--- src/rtl/lpm_pkg.sv ---
package lpm_pkg;

  localparam int NUM_DOM = 4;

  localparam logic [3:0] MODE_ACTIVE = 4'b1111;
  localparam logic [3:0] MODE_PAUSE  = 4'b1110;
  localparam logic [3:0] MODE_NAP    = 4'b1100;
  localparam logic [3:0] MODE_SLEEP  = 4'b1000;
  localparam logic [3:0] MODE_STOP   = 4'b0000;

  // Ordinal = number of domains gated (nesting depth)
  typedef enum logic [2:0] {
    LVL_ACTIVE = 3'd0,
    LVL_PAUSE  = 3'd1,
    LVL_NAP    = 3'd2,
    LVL_SLEEP  = 3'd3,
    LVL_STOP   = 3'd4
  } lvl_e;

  function automatic lvl_e decode_mode(input logic [3:0] code);
    lvl_e lv;
    case (code)
      MODE_PAUSE: lv = LVL_PAUSE;
      MODE_NAP:   lv = LVL_NAP;
      MODE_SLEEP: lv = LVL_SLEEP;
      MODE_STOP:  lv = LVL_STOP;
      default:    lv = LVL_ACTIVE;
    endcase
    return lv;
  endfunction

endpackage

--- src/rtl/lpm_rst_sync.sv ---
module lpm_rst_sync #(
  parameter int STAGES = 2
) (
  input  logic clk,
  input  logic rst_n,
  output logic rst_sync_n
);
  logic [STAGES-1:0] sync_q;

  always_ff @(posedge clk or negedge rst_n) begin
    if (!rst_n) sync_q <= '0;
    else        sync_q <= {sync_q[STAGES-2:0], 1'b1};
  end

  assign rst_sync_n = sync_q[STAGES-1];
endmodule

--- src/rtl/lpm_mode_reg.sv ---
module lpm_mode_reg
  import lpm_pkg::*;
#(
  parameter int IRQ_W = 4
) (
  input  logic             clk,
  input  logic             rst_n,
  input  logic             wr_en,
  input  logic [3:0]       wr_data,
  input  logic [IRQ_W-1:0] irq,
  output lvl_e             level,
  output logic             wake
);
  logic [3:0] mode_q;
  logic [3:0] mode_d;
  logic       mode_en;

  assign level = decode_mode(mode_q);
  assign wake  = (|irq) && (level != LVL_ACTIVE);

  always_comb begin
    mode_d  = mode_q;
    mode_en = 1'b0;
    if (wake) begin
      mode_d  = MODE_ACTIVE;
      mode_en = 1'b1;
    end else if (wr_en) begin
      mode_d  = wr_data;
      mode_en = 1'b1;
    end
  end

  always_ff @(posedge clk or negedge rst_n) begin
    if (!rst_n)       mode_q <= MODE_ACTIVE;
    else if (mode_en) mode_q <= mode_d;
  end
endmodule

--- src/rtl/lpm_wake_timer.sv ---
module lpm_wake_timer
  import lpm_pkg::*;
#(
  parameter int DIV_W      = 3,
  parameter int SHORT_BASE = 3,
  parameter int LONG_BASE  = 400,
  parameter int LONG_STEP  = 60
) (
  input  logic             clk,
  input  logic             rst_n,
  input  logic             wake,
  input  lvl_e             level,
  input  logic [DIV_W-1:0] clk_div,
  output logic             ready
);
  localparam int DIV_MAX   = (1 << DIV_W) - 1;
  localparam int SHORT_MAX = SHORT_BASE << DIV_MAX;
  localparam int LONG_MAX  = LONG_BASE + LONG_STEP * DIV_MAX;
  localparam int DLY_MAX   = (SHORT_MAX > LONG_MAX) ? SHORT_MAX : LONG_MAX;
  localparam int CNT_W     = $clog2(DLY_MAX + 1);

  function automatic logic [CNT_W-1:0] wake_delay(input lvl_e lv,
                                                  input logic [DIV_W-1:0] dv);
    int t;
    if (lv == LVL_PAUSE || lv == LVL_NAP) t = SHORT_BASE << dv;
    else                                  t = LONG_BASE + LONG_STEP * int'(dv);
    return t[CNT_W-1:0];
  endfunction

  logic [CNT_W-1:0] cnt_q;
  logic [CNT_W-1:0] cnt_d;
  logic             cnt_en;

  always_comb begin
    cnt_d  = cnt_q;
    cnt_en = 1'b0;
    if (wake) begin
      cnt_d  = wake_delay(level, clk_div);
      cnt_en = 1'b1;
    end else if (cnt_q != '0) begin
      cnt_d  = cnt_q - 1'b1;
      cnt_en = 1'b1;
    end
  end

  always_ff @(posedge clk or negedge rst_n) begin
    if (!rst_n)      cnt_q <= '0;
    else if (cnt_en) cnt_q <= cnt_d;
  end

  assign ready = (cnt_q == '0);
endmodule

--- src/rtl/lpm_domain_gate.sv ---
module lpm_domain_gate
  import lpm_pkg::*;
(
  input  lvl_e               level,
  input  logic               ready,
  output logic [NUM_DOM-1:0] dom_en
);
  // Domain d stays on while the level's depth does not exceed d.
  for (genvar d = 0; d < NUM_DOM; d++) begin : g_dom
    if (d == 0) begin : g_core
      assign dom_en[d] = (level <= lvl_e'(d)) && ready;
    end else begin : g_outer
      assign dom_en[d] = (level <= lvl_e'(d));
    end
  end
endmodule

--- src/rtl/lpm_domain_ctrl.sv ---
module lpm_domain_ctrl
  import lpm_pkg::*;
#(
  parameter int IRQ_W      = 4,
  parameter int DIV_W      = 3,
  parameter int SHORT_BASE = 3,
  parameter int LONG_BASE  = 400,
  parameter int LONG_STEP  = 60
) (
  input  logic             clk,
  input  logic             rst_n,
  input  logic             wr_en,
  input  logic [3:0]       wr_data,
  input  logic [IRQ_W-1:0] irq,
  input  logic [DIV_W-1:0] clk_div,
  output logic             core_en,
  output logic             periph_en,
  output logic             pll_en,
  output logic             osc_en,
  output logic             ready
);
  logic               rst_sync_n;
  lvl_e               level;
  logic               wake;
  logic [NUM_DOM-1:0] dom_en;

  lpm_rst_sync #(.STAGES(2)) u_rst (
    .clk        (clk),
    .rst_n      (rst_n),
    .rst_sync_n (rst_sync_n)
  );

  lpm_mode_reg #(.IRQ_W(IRQ_W)) u_mode (
    .clk     (clk),
    .rst_n   (rst_sync_n),
    .wr_en   (wr_en),
    .wr_data (wr_data),
    .irq     (irq),
    .level   (level),
    .wake    (wake)
  );

  lpm_wake_timer #(
    .DIV_W      (DIV_W),
    .SHORT_BASE (SHORT_BASE),
    .LONG_BASE  (LONG_BASE),
    .LONG_STEP  (LONG_STEP)
  ) u_timer (
    .clk     (clk),
    .rst_n   (rst_sync_n),
    .wake    (wake),
    .level   (level),
    .clk_div (clk_div),
    .ready   (ready)
  );

  lpm_domain_gate u_gate (
    .level  (level),
    .ready  (ready),
    .dom_en (dom_en)
  );

  assign core_en   = dom_en[0];
  assign periph_en = dom_en[1];
  assign pll_en    = dom_en[2];
  assign osc_en    = dom_en[3];
endmodule

--- config.mk ---
export PLATFORM = sky130hd
export DESIGN_NAME = lpm_domain_ctrl
export DESIGN_NICKNAME = d
export VERILOG_FILES = /design/src/rtl/lpm_pkg.sv /design/src/rtl/lpm_rst_sync.sv /design/src/rtl/lpm_mode_reg.sv /design/src/rtl/lpm_wake_timer.sv /design/src/rtl/lpm_domain_gate.sv /design/src/rtl/lpm_domain_ctrl.sv
export SDC_FILE = /design/constraint.sdc
export NUM_CORES = 1
export LEC_CHECK = 0
export BUFFER_PORTS_ARGS = -buffer_cell sky130_fd_sc_hd__buf_2
export CAP_MARGIN = 20
export CORE_UTILIZATION = 51
export DETAILED_ROUTE_END_ITERATION = 7
export GPL_TIMING_DRIVEN = 0
export PLACE_DENSITY = 0.73
export SLEW_MARGIN = 20
export SYNTH_ARGS = -nofsm -noshare
export SYNTH_HDL_FRONTEND = slang
export SYNTH_SLANG_ARGS = --single-unit
--- constraint.sdc ---
create_clock -name clk -period 2 [get_ports clk]
set_input_delay 0.4 -clock clk [delete_from_list [all_inputs] [get_ports clk]]
set_output_delay 0.4 -clock clk [all_outputs]
set_load 0.01 [all_outputs]
==> results of run 1 <==
==> timing repair <==
| action | 4_1_cts | 5_1_grt |
|---|---|---|
| endpoints found under the setup margin | 9 | 12 |
| endpoints found under the hold margin | 2 | 0 |
| setup buffers | 10 | 5 |
| hold buffers | 1 | 0 |
| pin swaps | 10 | 12 |
| cloned | 0 | 0 |
| resized for setup | 21 | 16 |
==> where the power goes <==
| group | switching, mW | total, mW | internal, mW |
|---|---|---|---|
| Combinational | 0.431 | 0.873 | 0.441 |
| Clock | 0.111 | 0.222 | 0.111 |
| Sequential | 0.128 | 0.596 | 0.468 |
| Total | 0.670 | 1.69 | 1.02 |
==> through the flow <==
stage               cells  cell area, µm²  hold WS, ns
global placement      189            1420        0.184
CTS                   204            1620        0.272
detailed placement    189            1420        0.188
floorplan             144            1290        0.104
finish                208            1710        0.248
global route          208            1710        0.304
==> logic make-up (layout without fill, tap and decap cells) <==
family	Yosys count	count (layout)	share of synthesized area
xor+xnor	11	11	0.0759
mux	5	5	0.0394
simple gates	56	56	0.225
fa+ha+maj	14	14	0.156
buf+inv	14	50	0.0473
other cells	1	1	0.00295
compound gates	27	27	0.135
flops	16	16	0.319
==> cell usage in the layout (no fill, tap or decap), types with 4 or more instances in the layout <==
cell type  count
ha_1           8
buf_2         12
buf_4         11
nor2_1         8
nand2_1       16
nand3_1        4
buf_6          7
inv_1          7
xnor2_2        4
a21oi_1        6
dfstp_2        4
mux2i_1        5
xnor2_1        5
dfrtp_1       12
==> cell type report <==
| cell class | count | area, µm² | area share |
|---|---|---|---|
| multi-input cells | 114 | 912 | 0.534 |
| flip-flops and latches | 16 | 405 | 0.237 |
| repair buffers | 33 | 267 | 0.156 |
| clock buffers | 4 | 36.3 | 0.0212 |
| well taps | 28 | 35.0 | 0.0205 |
| inverters | 8 | 32.5 | 0.0190 |
| plain buffers | 5 | 20.0 | 0.0117 |
==> worst max-delay path, cell delays in order <==
cell and delay [ns]:
buf_12 0.10, fa_1 0.57, ha_2 0.20, fa_1 0.44
ha_2 0.21, and2_4 0.16, o21ai_2 0.12, nand3_2 0.11
xnor2_2 0.14, o31ai_1 0.18
==> per-layer routing <==
layer / wire length [µm] / track usage / share of wire / vias up
met5: 0 / 0 / 0 / -
met4: 35 / 0.0811 / 0.011 / 0
met3: 107 / 0.0263 / 0.035 / 5
met2: 1590 / 0.425 / 0.52 / 33
met1: 1330 / 0.336 / 0.43 / 534
li1: - / - / - / 569
==> flip-flops by register name (all words and copies together), names as in the netlist <==
register       flops
u_timer.cnt_q     10
u_mode.mode_q      4
u_rst.sync_q       2
==> how the worst max path moves through the flow <==
stage          startpoint          endpoint  slack, ns  cells past startpoint
3_3_place_gp   clk_div[2]  u_timer.cnt_q[8]      -0.82                     10
4_1_cts        clk_div[1]  u_timer.cnt_q[8]      -0.45                     10
5_1_grt        clk_div[0]  u_timer.cnt_q[8]      -0.52                     10
6_report       clk_div[0]  u_timer.cnt_q[8]      -0.44                     10
3_5_place_dp   clk_div[2]  u_timer.cnt_q[8]      -0.88                     10
2_1_floorplan  clk_div[2]  u_timer.cnt_q[8]      -0.54                      9
==> flow_summary.ini, run 1 <==
[clocking]
cts_tree = done
cts_root_buffer = clkbuf_4
clk_pin_slew_ns = 0.10
clock-sinks = 16
cts_buffers = 3
clockBufferDepth = 2
cts_max_level = 1
worstSkewPairLatency_ns = 0.29

[cells_and_area]
nNetsFinal = 209
diodes = 0
post-route-util = 0.750
n_fill_cell = 159
drive_above_1_share = 0.372
area.growth.synth_to_final_pct = 34.5

[critical_path]
cp-start-kind = input port
critical_path_arrival_ns = 2.64
crit_path_max_fanout = 3
reg2reg_depth = 9
cp-end-kind = flip-flop
timing.rr.end = u_timer.cnt_q[5]
crit_required_ns = 2.21
crit_type = in2reg
reg2reg_setup_slack_ns = -0.20
r2r-start = u_timer.cnt_q[0]

[drt]
drtIter0Drc = 34
vias_per_cell = 5.49
routedWlPerCell_um = 14.7
vias = 1141
drc = 0
drt-total-wl_mm = 3.06
ant_nets = 0
dr.pass1.iters = 4

[grt]
antenna_found_initial = 0
grt_pass1_wl_mm = 4.88
first_global_vias = 1052
gr-total-overflow = 0
grt_max_degree = 15
grt_usage = 0.252

[timing]
finalCriticalPeriod_ns = 2.44
rsz0062_at_grt = true
layout_setup_ws_ns = -0.435
drv_slew = 0
worstMarginPinSlew_ns = 0.590
hold_viol = 0
setup_viol = 11
max_slew_margin = 0.607
worst_clock_skew_ns = 0.00193
fmax_mhz = 411
setup_tns_ns = -2.63
post-route-period-util = 1.22

[logic_synthesis]
syn_area_um2 = 1270
seq_area_frac_synth = 0.319
synthTopCellsByArea = dfrtp_1 (24%), ha_1 (11%), dfstp_2 (8.3%)
synthArstFlopShare = 1.00
synthCells = 144
synth_seq_cells = 16
yosysTopAreaCellShare = 0.236
yosysWarnings = 0
synth_top_flop_cell = dfrtp_1
yosysMostFrequentCell = nand2_1
synth.distinct_cells = 41
synth_top_area_cell = dfrtp_1
syn_area_per_cell_um2 = 8.82
ys_top_cells_by_count = nand2_1 (17), dfrtp_1 (12), ha_1 (11)
synth_edf_count = 0
syn_nets = 172

[floorplan]
die_w_um = 51.9
std_cell_rows = 17
pin_count = 19
die_h_um = 51.9
core_area_um2 = 2280
start_util = 0.558
dieArea_um2 = 2690

[placement]
dp_slack_ns = -0.876
dp_hpwl_mm = 2.11
gp_congestion = 0.795
numPortBuffers = 17

[pwr]
vdd_drop_max_uv = 566
p_per_area_nw_per_um2 = 990
leakagePower_nw = 0.798
power_mw = 1.69

[job]
maxCapViolCount = 0

[outcome]
violations = negative setup slack
status = finished with violations

[hold_path]
hp-class = reg2async
(Power assumes the default switching activity.)
==> inputs of run 2 (changes only) <==
--- a/config.mk
+++ b/config.mk
@@ -7,10 +7,11 @@
 export LEC_CHECK = 0
 export BUFFER_PORTS_ARGS = -buffer_cell sky130_fd_sc_hd__buf_2
 export CAP_MARGIN = 20
+export CORE_ASPECT_RATIO = 1.2
 export CORE_UTILIZATION = 51
 export DETAILED_ROUTE_END_ITERATION = 7
 export GPL_TIMING_DRIVEN = 0
-export PLACE_DENSITY = 0.73
+export PLACE_DENSITY_LB_ADDON = 0.1
 export SLEW_MARGIN = 20
 export SYNTH_ARGS = -nofsm -noshare
 export SYNTH_HDL_FRONTEND = slang
==> run 2 against run 1 <==
Compared with the run above:
- the run still ends with negative setup slack left
- power is 5.2% higher
- setup slack worse by 0.035 ns
- routed wire length is 0.49% lower
- die area hardly changed
- final area is 4.7% higher
- clock skew is 0.0067 ns higher
- global-route usage is 0.46 points higher
- register-to-register slack better by 0.02 ns
- clock power is 2% lower
- via count is 3.2% higher
- flip-flop and latch count stayed put
- hold slack worse by 0.0077 ns
- largest cell class unchanged
- highest routed layer unchanged
==> flow_summary.ini, run 2 (synthesis gave the netlist of run 1 again) <==
[cells_and_area]
largest_register_ffs = 10
design_area_um2 = 1790
largestRegisters = u_timer.cnt_q (10), u_mode.mode_q (4), u_rst.sync_q (2)
regArea_um2 = 405
final_cell_mix = nand2_1 (15), buf_4 (13), buf_2 (12), dfrtp_1 (12), nor2_1 (9)
area.growth.synth_to_final_pct = 40.8
diodes = 0
nNetsFinal = 212
drive_above_1_share = 0.399
post-route-util = 0.767
fin_cells = 214
mostFrequentLayoutCell = nand2_1
multiInputGateArea_um2 = 963
n_fill_cell = 166
largest_register = u_timer.cnt_q

[drt]
drt-total-wl_mm = 3.05
drc = 0
ant_nets = 0
vias_per_cell = 5.50
routedWlPerCell_um = 14.2
dr.pass1.iters = 4
drtIter0Drc = 24
vias = 1177

[timing]
hold_viol = 0
drv_slew = 0
worst_clock_skew_ns = 0.00863
worstMarginPinSlew_ns = 0.574
fmax_mhz = 405
hold_slack_ns = 0.240
setup_tns_ns = -2.75
max_slew_margin = 0.617
post-route-period-util = 1.24
finalCriticalPeriod_ns = 2.47
layout_setup_ws_ns = -0.471
setup_viol = 11
rsz0062_at_grt = true

[clocking]
clk_pin_slew_ns = 0.10
worstSkewPairLatency_ns = 0.29
cts_max_level = 1
cts_buffers = 3
cts_root_buffer = clkbuf_4
cts_tree = done
clock-sinks = 16
clockBufferDepth = 2

[pwr]
intPower_mw = 1.08
seqPwrFrac = 0.343
combPwrFrac = 0.534
switchingPower_mw = 0.702
clockPowerShare = 0.123
power_mw = 1.78
p_per_area_nw_per_um2 = 995
swShare = 0.394
vdd_drop_max_uv = 558
leakagePower_nw = 0.808

[grt]
grt.met2_usage = 0.434
grtUsageMet1 = 0.315
antenna_found_initial = 0
first_global_vias = 1168
grt_pass1_wl_mm = 4.98
grt_usage = 0.257
grt_busiest_layer = met2
grt_max_degree = 15
grtUsageMet3 = 0.0257
gr-total-overflow = 0

[critical_path]
cp-start-kind = input port
critical_path_arrival_ns = 2.67
crit_path_max_fanout = 3
crit_type = in2reg
crit_required_ns = 2.20
cp-end-kind = flip-flop

[floorplan]
pin_count = 19
std_cell_rows = 19
die_w_um = 47.6
die_h_um = 56.7
core_area_um2 = 2330
dieArea_um2 = 2690
start_util = 0.545

[placement]
numPortBuffers = 17
placed_cells = 192
dp_slack_ns = -0.862
gp_congestion = 0.833
dp_hpwl_mm = 2.04
dpl-instance-area_um2 = 1420

[outcome]
status = finished with violations
violations = negative setup slack

[hold_path]
hp-class = reg2async

[job]
maxCapViolCount = 0
==> run 2: cell types whose count changed in the layout (fill, tap and decap cells not counted), moves of 2 or more <==
cell     previous run  this run
ha_4                0         3
buf_4              11        13
ha_2                3         1
inv_1               7         5
inv_2               0         2
xnor2_2             4         2
==> run 2: power groups by stage <==
stage	clock (mW)	sequential [mW]	combinational, mW
floorplan	0	0.567	0.527
global placement	0	0.588	0.638
detailed placement	0	0.599	0.657
CTS	0.220	0.594	0.760
global route	0.240	0.629	1.05
finish	0.218	0.611	0.950
==> run 2: per-layer routing <==
layer / routed length, µm / share of wire / vias to the layer above
li1: - / - / 577
met1: 1260 / 0.41 / 567
met2: 1660 / 0.55 / 27
met3: 69 / 0.023 / 6
met4: 56 / 0.018 / 0
met5: 0 / 0 / -
==> run 2: timing repair <==
action                                 CTS  global route
hold buffers                             1             0
pin swaps                               13            17
setup endpoints to repair                9            11
endpoints found under the hold margin    2             0
buffers inserted                         9             9
resized for setup                       26            19
==> run 2: worst max-delay path: stages <==
cell and delay [ns]:
buf_12 0.10, fa_1 0.56, ha_2 0.21, fa_2 0.48, ha_4 0.19, and2_4 0.15
o21ai_2 0.11, nand3_1 0.09, xnor2_1 0.15, o31ai_1 0.23
==> run 2: path summary, 6_finish.rpt <==
kind	start	end	slack, ns	cells past startpoint
worst max-delay path	clk_div[2]	u_timer.cnt_q[8]	-0.47	10
worst min-delay path	u_rst.sync_q[1]	u_timer.cnt_q[4]	0.24	0
worst max register to register	u_timer.cnt_q[1]	u_timer.cnt_q[5]	-0.18	9
worst min register to register	u_rst.sync_q[1]	u_timer.cnt_q[4]	0.24	0
max in group asynchronous	u_rst.sync_q[1]	u_mode.mode_q[0]	1.37	0
min in group clk	wr_data[1]	u_mode.mode_q[1]	0.33	3
==> run 2: final cells by class <==
| type | count | share of cell area |
|---|---|---|
| Clock buffer | 4 | 0.0203 |
| Multi-Input combinational cell | 114 | 0.539 |
| Tap cell | 31 | 0.0217 |
| Buffer | 5 | 0.0105 |
| Sequential cell | 16 | 0.227 |
| Timing Repair Buffer | 36 | 0.164 |
| Inverter | 8 | 0.0182 |
==> inputs of run 3 (changes only) <==
--- a/config.mk
+++ b/config.mk
@@ -8,6 +8,7 @@
 export BUFFER_PORTS_ARGS = -buffer_cell sky130_fd_sc_hd__buf_2
 export CAP_MARGIN = 20
 export CORE_ASPECT_RATIO = 1.2
+export CORE_MARGIN = 1.5
 export CORE_UTILIZATION = 51
 export DETAILED_ROUTE_END_ITERATION = 7
 export GPL_TIMING_DRIVEN = 0
==> constraint.sdc (replaced) <==
create_clock -name clk -period 2 [get_ports clk]
set_input_delay 0.4 -clock clk [delete_from_list [all_inputs] [get_ports clk]]
set_output_delay 0.4 -clock clk [all_outputs]
set_load 0.1 [all_outputs]
==> run 3 against run 2 <==
Compared with the run above:
- the flow still finishes with violations (negative setup slack)
- maximum frequency about the same
- sequential power down 1%
- combinational power rose by 15%
- register-to-register slack worse by 0.04 ns
- hold slack improved by 0.0043 ns
- final area is 2.1% higher
- critical path depth down 6
- flip-flop and latch count stayed put
- final cell count is the same
- die area grew 3.9%
- critical path type is now reg2out
- critical endpoint is now core_en
- largest power group unchanged
- highest routed layer unchanged
==> flow_summary.ini, run 3 (synthesis gave the netlist of run 1 again) <==
[outcome]
status = finished with violations
violations = negative setup slack

[pwr]
switchingPower_mw = 0.784
leakagePower_nw = 0.795
intPower_mw = 1.12
seqPwrFrac = 0.316
combPwrFrac = 0.570
clockPowerShare = 0.114
p_per_area_nw_per_um2 = 1040
vdd_drop_max_uv = 693
swShare = 0.411

[cells_and_area]
final_cell_mix = nand2_1 (15), buf_4 (14), buf_2 (11), dfrtp_1 (11), nor2_1 (9)
largest_register_ffs = 10
largestRegisters = u_timer.cnt_q (10), u_mode.mode_q (4), u_rst.sync_q (2)
drive_above_1_share = 0.399
multiInputGateArea_um2 = 983
area.growth.synth_to_final_pct = 43.7
mostFrequentLayoutCell = nand2_1
regArea_um2 = 407
diodes = 0
nNetsFinal = 212
largest_register = u_timer.cnt_q
n_fill_cell = 163

[clocking]
cts_max_level = 1
cts_root_buffer = clkbuf_4
clk_pin_slew_ns = 0.09
worstSkewPairLatency_ns = 0.29
cts_tree = done
clockBufferDepth = 2
clock-sinks = 16
cts_buffers = 3

[critical_path]
crit_chain = or4_1 -> or3_4 -> nor2_4 -> buf_12
crit_required_ns = 1.60
reg2reg_setup_slack_ns = -0.22
critPathMaxStageDelay_ns = 0.56
reg2reg_depth = 7
r2r-start = u_timer.cnt_q[5]
cp-end-kind = primary output
critical_path_arrival_ns = 2.07
crit_slowest_cell = or4_1
timing.rr.end = u_timer.cnt_q[5]
cp-start-kind = flip-flop
crit_path_max_fanout = 5
crit_type = reg2out

[drt]
vias_per_cell = 5.56
drt-total-wl_mm = 3.20
drc = 0
dr.pass1.iters = 4
vias = 1189
ant_nets = 0
drtIter0Drc = 41
routedWlPerCell_um = 15.0

[placement]
numPortBuffers = 17
gp_congestion = 0.825
dp_hpwl_mm = 2.04
dp_slack_ns = -0.879

[floorplan]
die_h_um = 57.7
die_w_um = 48.6
start_util = 0.545
dieArea_um2 = 2800
std_cell_rows = 19
pin_count = 19
core_area_um2 = 2330

[timing]
worstMarginPinSlew_ns = 0.578
max_slew_margin = 0.611
finalCriticalPeriod_ns = 2.47
layout_setup_ws_ns = -0.473
post-route-period-util = 1.24
worst_clock_skew_ns = 0.00110
hold_slack_ns = 0.245
setup_viol = 11
rsz0062_at_grt = true
hold_viol = 0
drv_slew = 0
setup_tns_ns = -2.55
fmax_mhz = 404

[grt]
grt_max_degree = 15
grtUsageMet3 = 0.0258
grtUsageMet1 = 0.274
grt.met2_usage = 0.405
first_global_vias = 1096
grt_usage = 0.229
grt_pass1_wl_mm = 4.90
grt_busiest_layer = met2
antenna_found_initial = 0
gr-total-overflow = 0

[job]
maxCapViolCount = 0

[hold_path]
hp-class = reg2async
-- run 3: final cells by class --
cell class              instances  share of cell area
flip-flops and latches         16               0.223
clock buffers                   4              0.0199
multi-input cells             114               0.539
repair buffers                 36               0.169
plain buffers                   5              0.0103
well taps                      31              0.0212
inverters                       8              0.0185
-- run 3: power by group through the flow --
stage | Combinational (mW) | Sequential, mW | Clock, mW
6_report | 1.09 | 0.602 | 0.217
5_1_grt | 1.18 | 0.621 | 0.244
4_1_cts | 0.898 | 0.595 | 0.223
3_5_place_dp | 0.718 | 0.601 | 0
3_3_place_gp | 0.701 | 0.590 | 0
2_1_floorplan | 0.591 | 0.568 | 0
-- run 3: through the flow --
stage | utilization | instance area [µm²] | power, mW | std cells
after global routing | 0.784 | 1830 | 2.05 | 214
after global placement | 0.612 | 1430 | 1.29 | 192
after detailed placement | 0.612 | 1430 | 1.32 | 192
after CTS | 0.728 | 1700 | 1.72 | 206
final | 0.784 | 1830 | 1.90 | 214
after floorplan | - | 1300 | 1.16 | 144
-- run 3: how the worst max path moves through the flow --
stage / slack, ns / end / cells past startpoint / start
after floorplan: -0.54 / u_timer.cnt_q[8] / 9 / clk_div[2]
after global placement: -0.82 / u_timer.cnt_q[8] / 10 / clk_div[2]
after detailed placement: -0.88 / u_timer.cnt_q[8] / 10 / clk_div[2]
after CTS: -0.58 / core_en / 7 / u_timer.cnt_q[0]
after global routing: -0.55 / core_en / 6 / u_timer.cnt_q[0]
final: -0.47 / core_en / 4 / u_timer.cnt_q[5]
-- run 3: critical path: cells and delay by family, from the launching register on --
family / cells / cell delay [ns]
buffers and inverters: 1 / 0.18
AND/OR/NAND/NOR: 3 / 1.15
flip-flops: 1 / 0.45
-- run 3: repair_timing --
item	4_1_cts	5_1_grt
gates resized for setup	34	17
hold endpoints to repair	2	0
setup endpoints to repair	9	12
buffers inserted	9	9
pin swaps	20	12
hold buffers	1	0
-- run 3: metal layers --
layer  up-vias  wire [µm]
met1       576       1270
li1        576          -
met3         9         84
met5         -          0
met2        28       1750
met4         0         95
